## config.mk

```make
export PLATFORM = sky130hd
export DESIGN_NAME = bridge_chop_top
export DESIGN_NICKNAME = d
export VERILOG_FILES = /design/src/rtl/bridge_chop_pkg.sv /design/src/rtl/bc_mode_sel.sv /design/src/rtl/bc_phase_gate.sv /design/src/rtl/bc_out_stage.sv /design/src/rtl/bridge_chop_top.sv
export SDC_FILE = /design/constraint.sdc
export NUM_CORES = 1
export LEC_CHECK = 0
export ABC_AREA = 1
export ABC_CLOCK_PERIOD_IN_PS = 1000
export BUFFER_PORTS_ARGS = -buffer_cell sky130_fd_sc_hd__buf_4
export CAP_MARGIN = 25
export CORE_AREA = 2 2 39 41
export DETAILED_ROUTE_END_ITERATION = 7
export DIE_AREA = 0 0 41 43
export HOLD_SLACK_MARGIN = 0.1
export SYNTH_ARGS = -nofsm -noshare
export SYNTH_HDL_FRONTEND = slang
export SYNTH_HIERARCHICAL = 1
export SYNTH_SLANG_ARGS = --single-unit
```

## constraint.sdc

```tcl
create_clock -name clk_i -period 1 [get_ports clk_i]
set_input_delay 0.05 -clock clk_i [delete_from_list [all_inputs] [get_ports clk_i]]
set_output_delay 0.05 -clock clk_i [all_outputs]
set_load 0.1 [all_outputs]
```

## src/rtl/bridge_chop_pkg.sv

```systemverilog
package bridge_chop_pkg;
  typedef enum logic [1:0] {
    MODE_OFF   = 2'd0,
    MODE_BRAKE = 2'd1,
    MODE_RUN   = 2'd2
  } drive_mode_e;
endpackage

```

## src/rtl/bc_mode_sel.sv

```systemverilog
module bc_mode_sel
  import bridge_chop_pkg::*;
(
  input  logic        uv_i,
  input  logic        oc_i,
  input  logic        coast_i,
  input  logic        brake_i,
  output drive_mode_e mode_o
);
  logic kill;
  assign kill = uv_i | oc_i | coast_i;

  // inhibits dominate brake, brake dominates run
  always_comb begin
    if (kill)         mode_o = MODE_OFF;
    else if (brake_i) mode_o = MODE_BRAKE;
    else              mode_o = MODE_RUN;
  end
endmodule

```

## src/rtl/bc_phase_gate.sv

```systemverilog
module bc_phase_gate
  import bridge_chop_pkg::*;
(
  input  drive_mode_e mode_i,
  input  logic        quad4_i,
  input  logic        pwm_on_i,
  input  logic        hs_en_i,
  input  logic        ls_en_i,
  output logic        hs_on_o,
  output logic        ls_on_o
);
  always_comb begin
    hs_on_o = 1'b0;
    ls_on_o = 1'b0;
    unique case (mode_i)
      MODE_BRAKE: ls_on_o = pwm_on_i;
      MODE_RUN: begin
        ls_on_o = ls_en_i & pwm_on_i;
        hs_on_o = quad4_i ? (hs_en_i & pwm_on_i) : hs_en_i;
      end
      default: ;
    endcase
  end
endmodule

```

## src/rtl/bc_out_stage.sv

```systemverilog
module bc_out_stage #(
  parameter int N_PHASE = 3
) (
  input  logic               clk_i,
  input  logic               rst_ni,
  input  logic [N_PHASE-1:0] hs_on_i,
  input  logic [N_PHASE-1:0] ls_on_i,
  input  logic               tach_dis_i,
  output logic [N_PHASE-1:0] ls_cmd_o,
  output logic [N_PHASE-1:0] hs_cmd_no,
  output logic               tach_dis_o
);
  localparam logic [N_PHASE-1:0] ALL_OFF_N = {N_PHASE{1'b1}};

  always_ff @(posedge clk_i or negedge rst_ni) begin
    if (!rst_ni) begin
      ls_cmd_o   <= '0;
      hs_cmd_no  <= ALL_OFF_N;
      tach_dis_o <= 1'b0;
    end else begin
      ls_cmd_o   <= ls_on_i;
      hs_cmd_no  <= ~hs_on_i;
      tach_dis_o <= tach_dis_i;
    end
  end

  // registered outputs follow the previous cycle's decisions
  a_r2_ls_latency: assert property (@(posedge clk_i) disable iff (!rst_ni)
    1'b1 |=> ls_cmd_o == $past(ls_on_i));
  a_r2_hs_latency: assert property (@(posedge clk_i) disable iff (!rst_ni)
    1'b1 |=> hs_cmd_no == ~$past(hs_on_i));
endmodule

```

## src/rtl/bridge_chop_top.sv

```systemverilog
module bridge_chop_top
  import bridge_chop_pkg::*;
#(
  parameter int N_PHASE = 3
) (
  input  logic               clk_i,
  input  logic               rst_ni,
  input  logic [N_PHASE-1:0] hs_en_i,
  input  logic [N_PHASE-1:0] ls_en_i,
  input  logic               pwm_on_i,
  input  logic               quad4_i,
  input  logic               brake_i,
  input  logic               uv_i,
  input  logic               oc_i,
  input  logic               coast_i,
  output logic [N_PHASE-1:0] ls_cmd_o,
  output logic [N_PHASE-1:0] hs_cmd_no,
  output logic               tach_dis_o
);
  localparam logic [N_PHASE-1:0] ALL_OFF_N = {N_PHASE{1'b1}};

  drive_mode_e        mode;
  logic [N_PHASE-1:0] hs_on;
  logic [N_PHASE-1:0] ls_on;

  bc_mode_sel u_mode (
    .uv_i    (uv_i),
    .oc_i    (oc_i),
    .coast_i (coast_i),
    .brake_i (brake_i),
    .mode_o  (mode)
  );

  for (genvar p = 0; p < N_PHASE; p++) begin : g_phase
    bc_phase_gate u_gate (
      .mode_i   (mode),
      .quad4_i  (quad4_i),
      .pwm_on_i (pwm_on_i),
      .hs_en_i  (hs_en_i[p]),
      .ls_en_i  (ls_en_i[p]),
      .hs_on_o  (hs_on[p]),
      .ls_on_o  (ls_on[p])
    );
  end

  bc_out_stage #(.N_PHASE(N_PHASE)) u_out (
    .clk_i      (clk_i),
    .rst_ni     (rst_ni),
    .hs_on_i    (hs_on),
    .ls_on_i    (ls_on),
    .tach_dis_i (brake_i),
    .ls_cmd_o   (ls_cmd_o),
    .hs_cmd_no  (hs_cmd_no),
    .tach_dis_o (tach_dis_o)
  );

  logic kill_in;
  assign kill_in = uv_i | oc_i | coast_i;

  a_r6_kill_all_off: assert property (@(posedge clk_i) disable iff (!rst_ni)
    kill_in |=> (ls_cmd_o == '0) && (hs_cmd_no == ALL_OFF_N));
  a_r5_brake_hs_off: assert property (@(posedge clk_i) disable iff (!rst_ni)
    brake_i |=> hs_cmd_no == ALL_OFF_N);
  a_r5_brake_ls_uniform: assert property (@(posedge clk_i) disable iff (!rst_ni)
    (brake_i && !kill_in) |=> ls_cmd_o == {N_PHASE{$past(pwm_on_i)}});
  a_r3_two_quad_hs: assert property (@(posedge clk_i) disable iff (!rst_ni)
    (!brake_i && !kill_in && !quad4_i) |=> hs_cmd_no == ~$past(hs_en_i));
  a_r4_four_quad_chop: assert property (@(posedge clk_i) disable iff (!rst_ni)
    (quad4_i && !pwm_on_i) |=> hs_cmd_no == ALL_OFF_N);
  a_r3_ls_chop: assert property (@(posedge clk_i) disable iff (!rst_ni)
    !pwm_on_i |=> ls_cmd_o == '0);
  a_r7_tach_follow: assert property (@(posedge clk_i) disable iff (!rst_ni)
    1'b1 |=> tach_dis_o == $past(brake_i));
endmodule

```

==> reports/qor.json, run 1 <==
{
  "outcome": {
    "run_status": "finished, violations left",
    "violations_in_the_final_reports": "setup timing"
  },
  "critical_path": {
    "critical_path_cell_count": 1,
    "crit_type": "flip-flop to primary output",
    "critical_path.startpoint_type": "flip-flop",
    "critPathRequiredTime_ns": 0.95,
    "critPathMaxFanout": 1,
    "critical_path_buf_inv_count": 1,
    "cp-endpoint": "hs_cmd_no[1]",
    "crit_path_top_delay_cell": "sky130_fd_sc_hd__dfstp_2",
    "timing_startpoint_of_the_critical_path": "u_out/hs_cmd_no[1]",
    "critical_path.cell_chain": "buf_12",
    "timing.critical_path.to_type": "primary output",
    "path_delay_family": "flip-flops",
    "cp_slowest_stage_delay_ns": 0.54,
    "timing.critical_path.arrival_ns": 0.96
  },
  "clocking": {
    "clock_path_buffers": 2,
    "clock_tree.root_cell": "sky130_fd_sc_hd__clkbuf_4",
    "htree_num_levels": 1,
    "cts-buffers-inserted": 3,
    "cts.clk_slew.worst_paths_ns": 0.05,
    "cts_tree": "built",
    "cts.sinks": 7
  },
  "global_routing": {
    "grt_usage": 0.1338,
    "global_route_wire_length_before_repair_um": 1518,
    "grt_antenna_before_repair": 0,
    "overflow": 0,
    "grt_pass1_vias": 391,
    "grt_max_degree": 8
  },
  "route": {
    "post-route-drc-count": 0,
    "viasPerCell": 3.934,
    "dr_total_vias": 417,
    "routed_wirelength_um": 927,
    "postRouteAntennaNets": 0,
    "drt-wirelength-per-cell_um": 8.745,
    "drt_iter0_drc": 4,
    "detail_route.first_pass.iterations": 3
  },
  "sta": {
    "achievable-frequency_mhz": 988.3,
    "post-route-worst-setup-slack_ns": -0.01179,
    "setup_viol": 3,
    "aggregate_negative_setup_slack_ns": -0.02691,
    "worst-slew-pin-transition_ns": 0.2788,
    "finalHoldViolCount": 0,
    "final_cycle_utilization_of_the_critical_path": 1.012,
    "rsz0062_at_grt": "true",
    "final.min_clock_period_ns": 1.012,
    "finalMaxSlewViolations": 0,
    "max-slew-margin-rel": 0.8157
  },
  "die": {
    "placement_rows": 14,
    "start_util": 0.3110,
    "boundaryPins": 21,
    "die-area_mm2": 0.001763,
    "chipWidth_um": 41,
    "die_height_um": 43,
    "floorplan.core_area_mm2": 0.001384
  },
  "power_and_ir_drop": {
    "power.switching_fraction": 0.2608,
    "power.share.combinational": 0.234,
    "static-leakage-power_nw": 0.4013,
    "ir_drop_mv": 0.3528,
    "intPower_mw": 0.5272,
    "power-per-cell-area_mw_per_mm2": 889.2,
    "net-switching-power_mw": 0.1860,
    "clock_power_share": 0.356,
    "seq_power_share": 0.410
  },
  "final_layout": {
    "filler_free_cell_count_of_the_finished_design": 106,
    "area_growth_syn_to_layout_pct": 86.34,
    "finalNetCount": 111,
    "post-route-util": 0.5796,
    "post_route_cells_drive_above_1_share": 0.4111,
    "diodes": 0
  },
  "synth": {
    "ys.warnings.count": 6,
    "avgSynthCellArea_um2": 8.277,
    "synth_nets": 72,
    "synth.yosys.seq_area_share": 0.4157,
    "synth_seq_cells": 7,
    "netlist_area_um2": 430.4,
    "yosysTopAreaCell": "sky130_fd_sc_hd__dfrtp_1",
    "synth.area.top_cells": "sky130_fd_sc_hd__dfrtp_1 23%, sky130_fd_sc_hd__dfstp_2 18%, sky130_fd_sc_hd__ha_1 17%",
    "synthesis.instances": 52,
    "synth.lib_cells_used.distinct": 7,
    "netlist.area_leader.share": 0.2326
  },
  "placement": {
    "io_buffers": 20,
    "routabilityCongestion": 0.6597,
    "post_detail_place_hpwl_um": 706.9,
    "dpl.cell_count": 92,
    "dp_slack_ns": -0.1530
  },
  "min_path": {
    "hold_path_class": "input pin to async pin"
  },
  "run": {
    "maxCapViolations": 0
  }
}
==> state kept, by name, indices dropped and copies added (netlist names) <==
register	flops
u_out/tach_dis_o	1
u_out/ls_cmd_o	3
u_out/hs_cmd_no	3
==> layer usage <==
layer  track usage  wire length, um
met1        0.1197              341
met2        0.2344              497
met3       0.01571               54
met4        0.1200               34
met5             0                0
==> through the flow <==
stage / power [mW] / cell area (um2) / hold WS [ns]
floorplan: 0.3567 / 432.9 / -0.2456
global placement: 0.4243 / 633.1 / -0.1367
detailed placement: 0.4269 / 633.1 / -0.1359
CTS: 0.7132 / 797.0 / 0.1567
global route: 0.7512 / 802.0 / 0.1578
finish: 0.7132 / 802.0 / 0.1473
==> worst min-delay path by stage <==
stage	from	to	slack, ns	cells past startpoint
floorplan	rst_ni	u_out/ls_cmd_o[0]	-0.25	0
global placement	rst_ni	u_out/tach_dis_o	-0.14	1
detailed placement	rst_ni	u_out/ls_cmd_o[2]	-0.14	1
CTS	rst_ni	u_out/tach_dis_o	0.16	2
global route	rst_ni	u_out/ls_cmd_o[2]	0.16	2
finish	rst_ni	u_out/ls_cmd_o[1]	0.15	2
==> power groups by stage <==
stage | combinational [mW] | clock (mW) | sequential, mW
after global placement | 0.129 | 0 | 0.295
after global routing | 0.182 | 0.276 | 0.292
after floorplan | 0.0290 | 0 | 0.328
after CTS | 0.167 | 0.254 | 0.292
after detailed placement | 0.131 | 0 | 0.296
final | 0.167 | 0.254 | 0.292
==> cell type report <==
type | instances | area (um2)
sequential | 7 | 178.9
fill | 135 | 581.8
timing repair buffer | 34 | 317.8
inverter | 20 | 75.07
clock buffer | 4 | 26.28
tap | 16 | 20.02
multi-input combinational | 25 | 183.9
==> Yosys cell counts (all sizes together) <==
library cell and number:
dfstp 3, nand2 10, a21oi 6, ha 6, inv 20, dfrtp 4, nor2 3
==> cells by family (layout without fill, tap and decap cells) <==
logic type	Yosys count	count (layout)	share of synthesized area
buf+inv	20	58	0.1744
simple gates	13	13	0.1134
compound gates	6	6	0.1221
fa+ha+maj	6	6	0.1744
flops	7	7	0.4157
==> cells in the final DEF (no fill, tap or decap), drive strengths merged <==
cell         Yosys  layout
inv             20      20
clkbuf           0       4
nand2           10      10
ha               6       6
dfrtp            4       4
dfstp            3       3
a21oi            6       6
dlygate4sd3      0      10
nor2             3       3
buf              0      24
==> timing repair <==
action	CTS	global route
gates resized for setup	9	1
hold endpoints to repair	14	0
setup buffers	0	0
hold buffers	10	0
setup endpoints to repair	3	5
No activity file was read; power rests on OpenSTA's default activity.
==> inputs of run 2 (changes only) <==
--- a/config.mk
+++ b/config.mk
@@ -6,7 +6,7 @@
 export NUM_CORES = 1
 export LEC_CHECK = 0
 export ABC_AREA = 1
-export ABC_CLOCK_PERIOD_IN_PS = 1000
+export ABC_CLOCK_PERIOD_IN_PS = 900
 export BUFFER_PORTS_ARGS = -buffer_cell sky130_fd_sc_hd__buf_4
 export CAP_MARGIN = 25
 export CORE_AREA = 2 2 39 41
@@ -17,3 +17,4 @@
 export SYNTH_HDL_FRONTEND = slang
 export SYNTH_HIERARCHICAL = 1
 export SYNTH_SLANG_ARGS = --single-unit
+export TNS_END_PERCENT = 1
==> constraint.sdc (replaced) <==
create_clock -name clk_i -period 0.9 [get_ports clk_i]
set_input_delay 0.045 -clock clk_i [delete_from_list [all_inputs] [get_ports clk_i]]
set_output_delay 0.045 -clock clk_i [all_outputs]
set_load 0.1 [all_outputs]
==> reports/qor.json, run 2 (synthesis gave the netlist of run 1 again) <==
{
  "final_layout": {
    "largest_registers": "u_out/hs_cmd_no x3, u_out/ls_cmd_o x3, u_out/tach_dis_o x1",
    "most-common-layout-cells": "20 x sky130_fd_sc_hd__inv_1, 16 x sky130_fd_sc_hd__buf_4, 10 x sky130_fd_sc_hd__dlygate4sd3_1, 9 x sky130_fd_sc_hd__nand2_1",
    "area_growth_syn_to_layout_pct": 93.60,
    "mostFrequentLayoutCell": "sky130_fd_sc_hd__inv_1",
    "num-fill-cells": 115,
    "post-route-util": 0.6022,
    "post_route_cells_drive_above_1_share": 0.4494,
    "diodes": 0,
    "finalNetCount": 110,
    "filler_free_cell_count_of_the_finished_design": 105
  },
  "clocking": {
    "cts_tree": "built",
    "clock_tree.root_cell": "sky130_fd_sc_hd__clkbuf_4",
    "clock_path_buffers": 2,
    "htree_num_levels": 1,
    "cts-buffers-inserted": 3,
    "cts.sinks": 7,
    "cts.clk_slew.worst_paths_ns": 0.05
  },
  "sta": {
    "worst-slew-pin-transition_ns": 0.2029,
    "final_cycle_utilization_of_the_critical_path": 1.114,
    "setup_viol": 3,
    "max-slew-margin-rel": 0.8651,
    "hold-worst-slack_ns": 0.1539,
    "final.min_clock_period_ns": 1.003,
    "post-route-worst-setup-slack_ns": -0.1027,
    "finalMaxSlewViolations": 0,
    "achievable-frequency_mhz": 997.3,
    "rsz0062_at_grt": "true",
    "finalHoldViolCount": 0
  },
  "power_and_ir_drop": {
    "power.share.combinational": 0.246,
    "power.switching_fraction": 0.2609,
    "net-switching-power_mw": 0.2078,
    "ir_drop_mv": 0.3131,
    "clock_power_share": 0.346,
    "total_power_mw": 0.7962,
    "power-per-cell-area_mw_per_mm2": 955.5,
    "intPower_mw": 0.5885,
    "static-leakage-power_nw": 0.4062,
    "seq_power_share": 0.408
  },
  "outcome": {
    "violations_in_the_final_reports": "setup timing",
    "run_status": "finished, violations left"
  },
  "critical_path": {
    "cp_slowest_stage_delay_ns": 0.54,
    "path_delay_family": "flip-flops",
    "timing.critical_path.arrival_ns": 0.96,
    "critPathRequiredTime_ns": 0.85,
    "critical_path_cell_count": 1,
    "critical_path.startpoint_type": "flip-flop",
    "timing.critical_path.to_type": "primary output",
    "crit_path_top_delay_cell": "sky130_fd_sc_hd__dfstp_2",
    "critPathMaxFanout": 1,
    "critical_path.cell_chain": "buf_12",
    "crit_type": "flip-flop to primary output",
    "critical_path_buf_inv_count": 1
  },
  "die": {
    "die-area_mm2": 0.001763,
    "placement_rows": 14,
    "floorplan.core_area_mm2": 0.001384,
    "start_util": 0.3110,
    "boundaryPins": 21,
    "chipWidth_um": 41,
    "die_height_um": 43
  },
  "route": {
    "viasPerCell": 3.981,
    "detail_route.first_pass.iterations": 4,
    "postRouteAntennaNets": 0,
    "drt-wirelength-per-cell_um": 8.743,
    "routed_wirelength_um": 918,
    "post-route-drc-count": 0,
    "drt_iter0_drc": 7,
    "dr_total_vias": 418
  },
  "global_routing": {
    "overflow": 0,
    "grt_max_degree": 8,
    "grt_pass1_vias": 411,
    "grt_usage": 0.1358,
    "global_route_wire_length_before_repair_um": 1587,
    "grt_antenna_before_repair": 0
  },
  "placement": {
    "post_detail_place_hpwl_um": 665.7,
    "routabilityCongestion": 0.7174,
    "io_buffers": 20,
    "dp_slack_ns": -0.2260,
    "dpl.cell_count": 91
  },
  "run": {
    "maxCapViolations": 0
  },
  "min_path": {
    "hold_path_class": "input pin to async pin"
  }
}
-- run 2: cell count changes in the layout (fill, tap and decap cells not counted) --
cell                      delta
sky130_fd_sc_hd__buf_4       -5
sky130_fd_sc_hd__buf_6       +4
sky130_fd_sc_hd__dfrtp_1     -1
sky130_fd_sc_hd__dfrtp_2     +1
sky130_fd_sc_hd__nand2_1     -1
sky130_fd_sc_hd__nand2_4     +1
sky130_fd_sc_hd__nor2_1      -2
sky130_fd_sc_hd__nor2_4      +2
-- run 2: power by group through the flow --
| stage | registers, mW | logic, mW | clock network, mW |
|---|---|---|---|
| 5_1_grt | 0.325 | 0.213 | 0.314 |
| 6_report | 0.325 | 0.196 | 0.275 |
| 3_3_place_gp | 0.328 | 0.149 | 0 |
| 4_1_cts | 0.325 | 0.192 | 0.287 |
| 3_5_place_dp | 0.328 | 0.151 | 0 |
| 2_1_floorplan | 0.364 | 0.0377 | 0 |
-- run 2: cell type report --
cell class	instances	area (um2)	share of cell area
well taps	16	20.02	0.02402
flip-flops and latches	7	180.2	0.2162
multi-input cells	25	206.4	0.2477
clock buffers	4	26.28	0.03153
inverters	20	75.07	0.09009
repair buffers	33	325.3	0.3904
-- run 2: worst paths after layout --
kind	start	endpoint
min in group clk_i	brake_i	u_out/ls_cmd_o[0]
worst max-delay path	u_out/hs_cmd_no[1]	hs_cmd_no[1]
max in group asynchronous	rst_ni	u_out/hs_cmd_no[0]
worst min-delay path	rst_ni	u_out/ls_cmd_o[1]
-- run 2: stage by stage --
| step | cell area [um2] | TNS [ns] |
|---|---|---|
| detailed placement | 644.4 | -1.164 |
| global placement | 644.4 | -1.139 |
| finish | 833.3 | -0.3017 |
| global route | 833.3 | -0.4211 |
| floorplan | 451.7 | -0.1305 |
| CTS | 823.3 | -0.3274 |
-- run 2: layer usage --
layer / up-vias / wire length [um] / track usage
met3: 2 / 64 / 0.01571
li1: 219 / - / -
met1: 180 / 340 / 0.1359
met4: 0 / 15 / 0.1000
met5: - / 0 / 0
met2: 17 / 498 / 0.2344
-- run 2: what timing repair did --
item / 4_1_cts / 5_1_grt
hold buffers: 10 / 0
buffers inserted: 0 / 0
endpoints found under the setup margin: 7 / 7
pin swaps: 0 / 1
endpoints found under the hold margin: 14 / 0
cloned: 0 / 0
resized for setup: 13 / 2
==> inputs of run 3 (changes only) <==
--- a/config.mk
+++ b/config.mk
@@ -13,6 +13,7 @@
 export DETAILED_ROUTE_END_ITERATION = 7
 export DIE_AREA = 0 0 41 43
 export HOLD_SLACK_MARGIN = 0.1
+export SETUP_SLACK_MARGIN = 0.4
 export SYNTH_ARGS = -nofsm -noshare
 export SYNTH_HDL_FRONTEND = slang
 export SYNTH_HIERARCHICAL = 1
==> reports/qor.json, run 3 (synthesis gave the netlist of run 1 again) <==
{
  "outcome": {
    "run_status": "finished, violations left",
    "violations_in_the_final_reports": "hold timing, setup timing"
  },
  "power_and_ir_drop": {
    "total_power_mw": 0.7772,
    "static-leakage-power_nw": 0.3748,
    "ir_drop_mv": 0.3049,
    "power-per-cell-area_mw_per_mm2": 939.7
  },
  "die": {
    "die-area_mm2": 0.001763,
    "die_height_um": 43,
    "chipWidth_um": 41,
    "placement_rows": 14,
    "boundaryPins": 21,
    "floorplan.core_area_mm2": 0.001384,
    "start_util": 0.3110
  },
  "critical_path": {
    "critPathRequiredTime_ns": 0.85,
    "critical_path.cell_chain": "buf_12",
    "critPathMaxFanout": 1,
    "crit_path_top_delay_cell": "sky130_fd_sc_hd__dfstp_2",
    "cp_slowest_stage_delay_ns": 0.54,
    "timing.critical_path.to_type": "primary output",
    "critical_path.startpoint_type": "flip-flop",
    "crit_type": "flip-flop to primary output",
    "path_delay_family": "flip-flops",
    "critical_path_buf_inv_count": 1,
    "timing.critical_path.arrival_ns": 0.96
  },
  "route": {
    "viasPerCell": 4.063,
    "drt_iter0_drc": 3,
    "post-route-drc-count": 0,
    "postRouteAntennaNets": 0,
    "routed_wirelength_um": 837,
    "drt-wirelength-per-cell_um": 8.811,
    "dr_total_vias": 386,
    "detail_route.first_pass.iterations": 3
  },
  "sta": {
    "setup_viol": 3,
    "rsz0062_at_grt": "true",
    "max-slew-margin-rel": 0.8326,
    "finalMaxSlewViolations": 0,
    "hold-worst-slack_ns": -0.05021,
    "aggregate_negative_setup_slack_ns": -0.2957,
    "finalHoldViolCount": 1,
    "final_cycle_utilization_of_the_critical_path": 1.116,
    "post-route-worst-setup-slack_ns": -0.1048,
    "worst-slew-pin-transition_ns": 0.2506,
    "final.min_clock_period_ns": 1.005,
    "achievable-frequency_mhz": 995.2
  },
  "final_layout": {
    "finalNetCount": 100,
    "area_growth_syn_to_layout_pct": 92.15,
    "register_area_um2": 183.9,
    "largest_registers": "u_out/hs_cmd_no x3, u_out/ls_cmd_o x3, u_out/tach_dis_o x1",
    "final_standard_cell_area_without_fillers_um2": 827.0,
    "num-fill-cells": 121,
    "multi_input_comb_area_um2": 251.5,
    "post_route_cells_drive_above_1_share": 0.6076,
    "post-route-util": 0.5976,
    "mostFrequentLayoutCell": "sky130_fd_sc_hd__inv_1",
    "diodes": 0,
    "most-common-layout-cells": "20 x sky130_fd_sc_hd__inv_1, 13 x sky130_fd_sc_hd__buf_4, 7 x sky130_fd_sc_hd__buf_12, 6 x sky130_fd_sc_hd__nand2_1, 6 x sky130_fd_sc_hd__a21oi_2"
  },
  "clocking": {
    "cts.clk_slew.worst_paths_ns": 0.05,
    "cts_tree": "built",
    "hold_buf_cts": 1,
    "cts_setup_buffers": 0,
    "htree_num_levels": 1,
    "clock_tree.root_cell": "sky130_fd_sc_hd__clkbuf_4",
    "cts.sinks": 7,
    "cts-buffers-inserted": 3,
    "clock_path_buffers": 2
  },
  "min_path": {
    "min_to": "u_out/tach_dis_o",
    "worst_hold_startpoint": "brake_i",
    "hold_path_class": "input pin to flip-flop",
    "whs_path_depth": 1
  },
  "global_routing": {
    "grt_antenna_before_repair": 0,
    "grt_max_degree": 8,
    "overflow": 0,
    "grt_usage": 0.1268,
    "global_route_wire_length_before_repair_um": 1490,
    "grt_pass1_vias": 381
  },
  "placement": {
    "post_detail_place_hpwl_um": 692.5,
    "placed_cell_area_um2": 640.6,
    "io_buffers": 20,
    "routabilityCongestion": 0.6927
  },
  "run": {
    "maxCapViolations": 0
  }
}
[run 3: cell count changes in the layout (fill, tap and decap cells not counted), sizes merged]
cell	before	now
dlygate4sd3	10	1
buf	23	22
[run 3: report_power, final]
group	switching (mW)	leakage, nW	internal [mW]
Combinational	0.0967	0.281	0.0846
Sequential	0.00398	0.0791	0.323
Clock	0.101	0.0150	0.168
Total	0.202	0.375	0.576
[run 3: stage by stage]
| stage | setup WS, ns | cells |
|---|---|---|
| floorplan | -0.02071 | 52 |
| global placement | -0.2097 | 90 |
| detailed placement | -0.2211 | 90 |
| CTS | -0.1198 | 95 |
| global route | -0.1401 | 95 |
| finish | -0.1048 | 95 |
[run 3: routing by layer]
metal / global-route usage / part of all wire / vias to the layer above / wire length (um)
met5: 0 / 0 / - / 0
met4: 0.08000 / 0 / 0 / 0
met3: 0.01571 / 0.074 / 0 / 62
met2: 0.2219 / 0.58 / 15 / 486
met1: 0.1294 / 0.34 / 171 / 287
li1: - / - / 200 / -
[run 3: worst max-delay path by stage]
stage | start | to | slack (ns) | depth (start not counted)
final | u_out/hs_cmd_no[2] | hs_cmd_no[2] | -0.10 | 1
after global routing | u_out/hs_cmd_no[2] | hs_cmd_no[2] | -0.14 | 1
after CTS | u_out/hs_cmd_no[2] | hs_cmd_no[2] | -0.12 | 1
after detailed placement | oc_i | u_out/ls_cmd_o[0] | -0.22 | 8
after global placement | oc_i | u_out/ls_cmd_o[0] | -0.21 | 8
after floorplan | oc_i | u_out/ls_cmd_o[0] | -0.02 | 8
[run 3: final cells by class]
| type | instances | area share |
|---|---|---|
| Clock buffer | 4 | 0.03177 |
| Sequential cell | 7 | 0.2224 |
| Timing Repair Buffer | 23 | 0.3268 |
| Multi-Input combinational cell | 25 | 0.3041 |
| Tap cell | 16 | 0.02421 |
| Inverter | 20 | 0.09077 |
[run 3: repair_timing]
action | CTS | global route
hold endpoints to repair | 14 | 7
endpoints found under the setup margin | 13 | 13
resized for setup | 34 | 0
pin swaps | 11 | 4
